--- config.mk ---
export PLATFORM = sky130hd
export DESIGN_NAME = pbus_cmd_port
export DESIGN_NICKNAME = d
export VERILOG_FILES = /design/src/rtl/pbus_cmd_pkg.sv /design/src/rtl/pbus_cmd_ctrl.sv /design/src/rtl/pbus_cmd_dpath.sv /design/src/rtl/pbus_cmd_port.sv
export SDC_FILE = /design/constraint.sdc
export NUM_CORES = 1
export LEC_CHECK = 0
export ABC_AREA = 1
export CORE_MARGIN = 5
export CORE_UTILIZATION = 43
export DETAILED_ROUTE_END_ITERATION = 7
export PLACE_DENSITY = 0.82
export SYNTH_ARGS = -nofsm -noshare
export SYNTH_HDL_FRONTEND = slang
export SYNTH_SLANG_ARGS = --single-unit
--- constraint.sdc ---
create_clock -name clk -period 2.8 [get_ports clk]
set_clock_uncertainty 0.2 [all_clocks]
set_input_delay 0.42 -clock clk [delete_from_list [all_inputs] [get_ports clk]]
set_output_delay 0.42 -clock clk [all_outputs]
set_load 0.03 [all_outputs]
--- src/rtl/pbus_cmd_pkg.sv ---
package pbus_cmd_pkg;

  // Word offsets of the register file
  localparam logic [7:0] OFS_OP   = 8'h00;
  localparam logic [7:0] OFS_SLV  = 8'h04;
  localparam logic [7:0] OFS_HI   = 8'h08;
  localparam logic [7:0] OFS_LO   = 8'h0C;
  localparam logic [7:0] OFS_STAT = 8'h14;
  localparam logic [7:0] OFS_WD   = 8'h18;
  localparam logic [7:0] OFS_RD   = 8'h38;

  // Status bit positions
  localparam int ST_DONE = 0;
  localparam int ST_FAIL = 1;
  localparam int ST_DENY = 2;
  localparam int ST_DROP = 3;

  typedef enum logic [1:0] {
    RSP_OK   = 2'd0,
    RSP_FAIL = 2'd1,
    RSP_DENY = 2'd2,
    RSP_RSVD = 2'd3
  } rspCode_e;

  typedef enum logic [1:0] {
    S_IDLE = 2'd0,
    S_REQ  = 2'd1,
    S_WAIT = 2'd2
  } seqState_e;

  // Strobes from the sequencer to the register datapath
  typedef struct packed {
    logic       launch;
    logic       busy;
    logic       setStatus;
    logic [3:0] statusVal;
    logic       captureRd;
  } ctrlStrobe_t;

endpackage

--- src/rtl/pbus_cmd_ctrl.sv ---
module pbus_cmd_ctrl
  import pbus_cmd_pkg::*;
#(
  parameter int TIMEOUT_CYCLES = 16
) (
  input  logic        clk,
  input  logic        rstN,
  input  logic        regWe,
  input  logic [7:0]  regAddr,
  input  logic        reqReady,
  input  logic        rspValid,
  input  logic [1:0]  rspCode,
  output logic        reqValid,
  output ctrlStrobe_t strb
);

  localparam int TMR_W = $clog2(TIMEOUT_CYCLES + 1);
  localparam logic [TMR_W-1:0] TMR_LAST = TMR_W'(TIMEOUT_CYCLES - 1);

  seqState_e        state;
  logic [TMR_W-1:0] timer;
  logic             dropPend;

  logic launchWr, busy, rspHit, expire, finish, dropNow;
  logic [3:0] statusNext;

  assign launchWr = regWe && (regAddr == OFS_OP);
  assign busy     = (state != S_IDLE);
  assign rspHit   = (state == S_WAIT) && rspValid;
  assign expire   = busy && !rspHit && (timer == TMR_LAST);
  assign finish   = rspHit || expire;
  assign dropNow  = dropPend || (launchWr && busy);

  always_comb begin
    statusNext = 4'b0000;
    statusNext[ST_DONE] = 1'b1;
    if (expire) begin
      statusNext[ST_FAIL] = 1'b1;
    end else begin
      unique case (rspCode_e'(rspCode))
        RSP_OK:   ;
        RSP_DENY: statusNext[ST_DENY] = 1'b1;
        default:  statusNext[ST_FAIL] = 1'b1;
      endcase
    end
    statusNext[ST_DROP] = dropNow;
  end

  always_comb begin
    strb.launch    = launchWr && !busy;
    strb.busy      = busy;
    strb.setStatus = finish;
    strb.statusVal = statusNext;
    strb.captureRd = rspHit && (rspCode == RSP_OK);
  end

  assign reqValid = (state == S_REQ);

  always_ff @(posedge clk) begin
    if (!rstN) begin
      state    <= S_IDLE;
      timer    <= '0;
      dropPend <= 1'b0;
    end else begin
      unique case (state)
        S_IDLE: begin
          timer <= '0;
          if (launchWr) state <= S_REQ;
        end
        S_REQ: begin
          timer <= timer + 1'b1;
          if (expire)        state <= S_IDLE;
          else if (reqReady) state <= S_WAIT;
        end
        S_WAIT: begin
          timer <= timer + 1'b1;
          if (finish) state <= S_IDLE;
        end
        default: state <= S_IDLE;
      endcase
      if (finish)                dropPend <= 1'b0;
      else if (launchWr && busy) dropPend <= 1'b1;
    end
  end

  // request held until accepted
  p_req_hold_r4: assert property (@(posedge clk) disable iff (!rstN)
    reqValid && !reqReady && !expire |=> reqValid);

  // request withdrawn after the handshake
  p_req_drop_r4: assert property (@(posedge clk) disable iff (!rstN)
    reqValid && reqReady |=> !reqValid);

  // every completion reports done
  p_done_set_r5: assert property (@(posedge clk) disable iff (!rstN)
    strb.setStatus |-> strb.statusVal[ST_DONE]);

  // timer never passes its limit while busy
  p_timer_bound_r7: assert property (@(posedge clk) disable iff (!rstN)
    busy |-> (timer < TMR_W'(TIMEOUT_CYCLES)));

  // port released after a completion
  p_release_r7: assert property (@(posedge clk) disable iff (!rstN)
    strb.setStatus |=> !reqValid);

endmodule

--- src/rtl/pbus_cmd_dpath.sv ---
module pbus_cmd_dpath
  import pbus_cmd_pkg::*;
#(
  parameter int NUM_BYTES = 8,
  localparam int CNT_W    = $clog2(NUM_BYTES),
  localparam int DATA_W   = 8 * NUM_BYTES
) (
  input  logic              clk,
  input  logic              rstN,
  input  logic              regWe,
  input  logic              regRe,
  input  logic [7:0]        regAddr,
  input  logic [31:0]       regWdata,
  output logic [31:0]       regRdata,
  input  ctrlStrobe_t       strb,
  input  logic [DATA_W-1:0] rspData,
  output logic [4:0]        reqOpcode,
  output logic [3:0]        reqSlave,
  output logic [15:0]       reqAddr,
  output logic [CNT_W-1:0]  reqCountM1,
  output logic [DATA_W-1:0] reqData
);

  logic [4:0]       opcode;
  logic [3:0]       slaveId;
  logic [CNT_W-1:0] countM1;
  logic [7:0]       addrHi, addrLo;
  logic [3:0]       statusReg;
  logic [7:0]       wdArr [NUM_BYTES];
  logic [7:0]       rdArr [NUM_BYTES];
  logic             cfgWe;
  logic             unusedWdata;

  assign cfgWe       = regWe && !strb.busy;
  assign unusedWdata = ^{regWdata[31:8], regWdata[7-CNT_W+4 -: 1]};

  always_ff @(posedge clk) begin
    if (!rstN) begin
      opcode    <= '0;
      slaveId   <= '0;
      countM1   <= '0;
      addrHi    <= '0;
      addrLo    <= '0;
      statusReg <= '0;
    end else begin
      if (strb.launch) begin
        opcode    <= regWdata[5:1];
        statusReg <= '0;
      end else if (strb.setStatus) begin
        statusReg <= strb.statusVal;
      end
      if (cfgWe && regAddr == OFS_SLV) begin
        slaveId <= regWdata[3:0];
        countM1 <= regWdata[4 +: CNT_W];
      end
      if (cfgWe && regAddr == OFS_HI) addrHi <= regWdata[7:0];
      if (cfgWe && regAddr == OFS_LO) addrLo <= regWdata[7:0];
    end
  end

  for (genvar b = 0; b < NUM_BYTES; b++) begin : g_byte
    localparam logic [7:0] W_OFS = OFS_WD + 8'(4 * b);
    always_ff @(posedge clk) begin
      if (!rstN) begin
        wdArr[b] <= '0;
        rdArr[b] <= '0;
      end else begin
        if (cfgWe && regAddr == W_OFS) wdArr[b] <= regWdata[7:0];
        if (strb.captureRd)            rdArr[b] <= rspData[8*b +: 8];
      end
    end
    assign reqData[8*b +: 8] = wdArr[b];

    // returned bytes move only on a successful response
    p_rd_hold_r6: assert property (@(posedge clk) disable iff (!rstN)
      !strb.captureRd |=> $stable(rdArr[b]));
  end

  always_comb begin
    regRdata = '0;
    if (regRe) begin
      unique case (regAddr)
        OFS_OP:   regRdata = {26'b0, opcode, 1'b0};
        OFS_SLV:  regRdata = 32'({countM1, slaveId});
        OFS_HI:   regRdata = {24'b0, addrHi};
        OFS_LO:   regRdata = {24'b0, addrLo};
        OFS_STAT: regRdata = {28'b0, statusReg};
        default: begin
          for (int b = 0; b < NUM_BYTES; b++) begin
            if (regAddr == OFS_WD + 8'(4 * b)) regRdata = {24'b0, wdArr[b]};
            if (regAddr == OFS_RD + 8'(4 * b)) regRdata = {24'b0, rdArr[b]};
          end
        end
      endcase
    end
  end

  assign reqOpcode  = opcode;
  assign reqSlave   = slaveId;
  assign reqAddr    = {addrHi, addrLo};
  assign reqCountM1 = countM1;

  // launch clears the status
  p_clear_on_launch_r3: assert property (@(posedge clk) disable iff (!rstN)
    strb.launch |=> statusReg == 4'b0);

  // request fields frozen while outstanding
  p_fields_stable_r4: assert property (@(posedge clk) disable iff (!rstN)
    strb.busy |=> $stable(opcode) && $stable(slaveId) && $stable(countM1)
                  && $stable(addrHi) && $stable(addrLo));

  // configuration write while busy has no effect
  p_cfg_locked_r9: assert property (@(posedge clk) disable iff (!rstN)
    strb.busy && regWe && regAddr == OFS_SLV |=> $stable(slaveId));

  // status changes only at launch or completion
  p_status_quiet_r5: assert property (@(posedge clk) disable iff (!rstN)
    !strb.launch && !strb.setStatus |=> $stable(statusReg));

endmodule

--- src/rtl/pbus_cmd_port.sv ---
module pbus_cmd_port
  import pbus_cmd_pkg::*;
#(
  parameter int NUM_BYTES      = 8,
  parameter int TIMEOUT_CYCLES = 16,
  localparam int CNT_W  = $clog2(NUM_BYTES),
  localparam int DATA_W = 8 * NUM_BYTES
) (
  input  logic              clk,
  input  logic              rstN,
  input  logic              regWe,
  input  logic              regRe,
  input  logic [7:0]        regAddr,
  input  logic [31:0]       regWdata,
  output logic [31:0]       regRdata,
  output logic              reqValid,
  input  logic              reqReady,
  output logic [4:0]        reqOpcode,
  output logic [3:0]        reqSlave,
  output logic [15:0]       reqAddr,
  output logic [CNT_W-1:0]  reqCountM1,
  output logic [DATA_W-1:0] reqData,
  input  logic              rspValid,
  input  logic [1:0]        rspCode,
  input  logic [DATA_W-1:0] rspData
);

  ctrlStrobe_t strb;

  pbus_cmd_ctrl #(.TIMEOUT_CYCLES(TIMEOUT_CYCLES)) u_ctrl (
    .clk      (clk),
    .rstN     (rstN),
    .regWe    (regWe),
    .regAddr  (regAddr),
    .reqReady (reqReady),
    .rspValid (rspValid),
    .rspCode  (rspCode),
    .reqValid (reqValid),
    .strb     (strb)
  );

  pbus_cmd_dpath #(.NUM_BYTES(NUM_BYTES)) u_dpath (
    .clk        (clk),
    .rstN       (rstN),
    .regWe      (regWe),
    .regRe      (regRe),
    .regAddr    (regAddr),
    .regWdata   (regWdata),
    .regRdata   (regRdata),
    .strb       (strb),
    .rspData    (rspData),
    .reqOpcode  (reqOpcode),
    .reqSlave   (reqSlave),
    .reqAddr    (reqAddr),
    .reqCountM1 (reqCountM1),
    .reqData    (reqData)
  );

endmodule

==> impl_metrics.toml <==
[floorplanning]
placeableCoreArea_mm2 = 0.0186
die_width_um = 147
floorplan.initialDensity = 0.434
floorplan.rows = 50
die_h_um = 147
io_pins = 237
die_area_mm2 = 0.0217

[clock_tree]
clock_insertion_delay_worst_skew_ps = 430
hold_buffers = 0
clk_transition_reported_paths_ps = 70
cts.sinks = 168
cts-buffers-inserted = 17
ctsRootBufferMaster = "sky130_fd_sc_hd__clkbuf_16"
ctsLongestPathBuffers = 2
cts.htree.levels = 4
cts_tree = "yes"

[worst_setup_path]
r2r.worst_path.cells = 7
cp_num_cells = 16
timing.critical_path.buf_inv = 4
critPathTopFamily = "simple AND/OR/NAND/NOR gates"
crit_path_capture_type = "primary output"
cp_slowest_cell = "sky130_fd_sc_hd__or2_0"
timing.critical_path.required_ps = 2180
critical_path_class = "primary input to primary output"
critical_path.max_fanout = 6
cpPeakStageDelay_ps = 210
worstPathCellList = "buf_8, inv_2, nand2_4, nor2_4, nand2_4, buf_6, or2_0, o21ai_1, nand4_1, nor2_2, nand4_1, nand2_1, nand4_1, nand2_1, a21oi_2, buf_6"
setup.worst_path.start_class = "primary input"
critical_path_arrival_ps = 2320
timing.critical_path.mode_cell = "sky130_fd_sc_hd__nand4_1"

[finish]
n_antenna_cell = 0
post_route_cells_drive_above_1_share = 0.172
stdcell_count = 1436
most_common_cell_after_layout_fill_and_taps_aside = "sky130_fd_sc_hd__nand2_1"
most_frequent_cells_in_the_layout = "sky130_fd_sc_hd__nand2_1 (178), sky130_fd_sc_hd__clkdlybuf4s50_1 (172), sky130_fd_sc_hd__nor2_1 (164)"
n_fill_cell = 1513
area.growth.synth_to_final_pct = 43.8
layout.nets = 1307

[global_routing]
track_usage = 0.237
grt_antenna_before_repair = 0
grt_overflow_total = 0
grt_start_max_net_pins = 65
first_pass_grt_wire_length_mm = 39.6
grt_pass1_vias = 7278

[synth]
post_synth_inst_count = 931
yosys-top-cells-area = "sky130_fd_sc_hd__edfxtp_1 (47%), sky130_fd_sc_hd__dfxtp_1 (9.9%), sky130_fd_sc_hd__nand2_1 (9.0%)"
netlist_area_mm2 = 0.00810
synth_mux_area_frac = 0
synthesis.yosys.warnings = 0
synth_area_in_compound_gates = 0.0652
synth.avg_cell_area_um2 = 8.70
synth_xor_area_frac = 0
synth.largest_area_cell = "sky130_fd_sc_hd__edfxtp_1"
synth_seq_area_share = 0.574
dominant_combinational_cell_family_by_area_after_synthesis = "simple AND/OR/NAND/NOR gates"
yosys_reg_bits = 168
synth_top_area_frac = 0.475
yosys.cell_types.count = 35
synth-adder-area-share = 0.00927
synth_simple_gate_area_frac = 0.251

[placement]
half_perimeter_wire_length_after_placement_mm = 19.1
dpl.cell_count = 1395
place_congestion = 0.904
placement.setup.worst_slack_ps = -781
buffer_ports.inserted = 188

[timing]
worst-slew-pin-transition_ps = 665
timing.final.ws_setup_ps = -145
tns_ps = -643
finalSetupViolations = 6
fmaxAchievable_mhz = 340
final.hold.worst_slack_ps = 266
final_max_slew_viol_count = 0
final-hold-violation-count = 0
period_minus_slack_ps = 2940
rsz_0062_raised_after_global_routing = "true"
slew_headroom = 0.556
post-route-period-util = 1.05

[routing]
drt-total-wl_mm = 26.3
routedWlPerCell_um = 18.3
ant_nets = 0
vias = 7460
remaining_drc_errors = 0
detailedRoute.firstPassIterationCount = 8
via_to_cell_ratio = 5.19
first_iter_violations = 718

[min_path]
worst_hold_path_type = "flip-flop to flip-flop"
holdPathStages = 2

[job]
drv.max_cap_violation_count = 0

[power_and_ir_drop]
power_density_mw_per_mm2 = 516
vdd.ir_drop.worst_uv = 389
power.leakage_nw = 4.92

[outcome]
result_of_the_run = "finished, violations left"
failed_checks = "negative setup slack"
[flip-flops by register name, summed over array words and instances (netlist names), 2 cells and up]
register	cells
u_ctrl.state	2
u_ctrl.timer	5
u_dpath.addrHi	8
u_dpath.addrLo	8
u_dpath.rdArr	64
u_dpath.reqCountM1	3
u_dpath.reqOpcode	5
u_dpath.reqSlave	4
u_dpath.statusReg	4
u_dpath.wdArr	64
[worst min-delay path, delay by kind of cell (launching register included)]
family,cells,cell delay [ps]
flops,1,300
buf+inv,1,60
compound gates,1,60
[Yosys cell counts]
library cell,n
sky130_fd_sc_hd__nor3_2,2
sky130_fd_sc_hd__a21oi_1,34
sky130_fd_sc_hd__a22o_1,2
sky130_fd_sc_hd__nor3b_1,1
sky130_fd_sc_hd__nor4_4,1
sky130_fd_sc_hd__buf_4,27
sky130_fd_sc_hd__nand4_1,24
sky130_fd_sc_hd__nand3_1,37
sky130_fd_sc_hd__nand2_1,194
sky130_fd_sc_hd__o31ai_1,1
sky130_fd_sc_hd__or2_0,5
sky130_fd_sc_hd__nand2_2,1
sky130_fd_sc_hd__nor2_2,9
sky130_fd_sc_hd__o211ai_1,1
sky130_fd_sc_hd__nor2_1,175
sky130_fd_sc_hd__edfxtp_1,128
sky130_fd_sc_hd__conb_1,1
sky130_fd_sc_hd__a221oi_2,1
sky130_fd_sc_hd__clkbuf_1,21
sky130_fd_sc_hd__ha_1,6
sky130_fd_sc_hd__o21bai_1,1
sky130_fd_sc_hd__nand3b_1,1
sky130_fd_sc_hd__a211oi_1,9
sky130_fd_sc_hd__o21ai_0,38
sky130_fd_sc_hd__buf_2,1
sky130_fd_sc_hd__inv_1,130
sky130_fd_sc_hd__or2_2,17
sky130_fd_sc_hd__dfxtp_1,40
sky130_fd_sc_hd__nor2_4,2
sky130_fd_sc_hd__o21ai_1,2
sky130_fd_sc_hd__buf_6,1
sky130_fd_sc_hd__clkinv_1,6
sky130_fd_sc_hd__a221oi_1,4
sky130_fd_sc_hd__nor3_1,6
sky130_fd_sc_hd__inv_2,2
[routing by layer]
metal  track usage  up-vias  routed length [um]
li1              -     3476                   -
met1         0.300     3499               10100
met2         0.391      423               12800
met3        0.0617       62                2540
met4        0.0927        0                 819
met5             0        -                   0
[power breakdown]
| part | internal, W | switching (W) |
|---|---|---|
| clock network | 0.00140 | 0.000999 |
| registers | 0.00280 | 0.0000689 |
| logic | 0.000289 | 0.000456 |
| total | 0.00449 | 0.00152 |
[through the flow]
step / instance area (um2) / util / total power [W]
global route: 11600 / 0.625 / 0.00621
floorplan: 8190 / - / 0.00327
global placement: 10700 / 0.571 / 0.00360
CTS: 11500 / 0.616 / 0.00602
detailed placement: 10700 / 0.571 / 0.00361
finish: 11600 / 0.625 / 0.00601
[cells by family after synthesis]
group | Yosys count
adder cells (fa/ha/maj) | 6
other | 1
buffers and inverters | 188
flip-flops | 168
AND/OR/NAND/NOR | 475
AO/OA/AOI/OAI | 93
[final cells by class]
class                   count  area (um2)  area share
well taps                 234         293      0.0251
clock buffers              17         425      0.0365
clock inverters            15         175      0.0150
inverters                 138         523      0.0449
flip-flops and latches    168        4640       0.399
repair buffers            266        2620       0.225
multi-input cells         598        2960       0.254
[timing repair]
item | CTS | global route
buffers inserted | 12 | 3
resized for setup | 99 | 37
pin swaps | 32 | 32
endpoints found under the setup margin | 8 | 8
[path summary, 6_finish.rpt]
check | from | endpoint | slack [ps]
setup / recovery | regAddr[1] | regRdata[0] | -140
hold / removal | u_dpath.statusReg[0] | u_dpath.statusReg[0] | 270
setup reg to reg | u_ctrl.state[0] | u_dpath.rdArr[0][15] | 480
hold reg to reg | u_dpath.statusReg[0] | u_dpath.statusReg[0] | 270
Note: power is estimated with default switching activity, not from simulation.
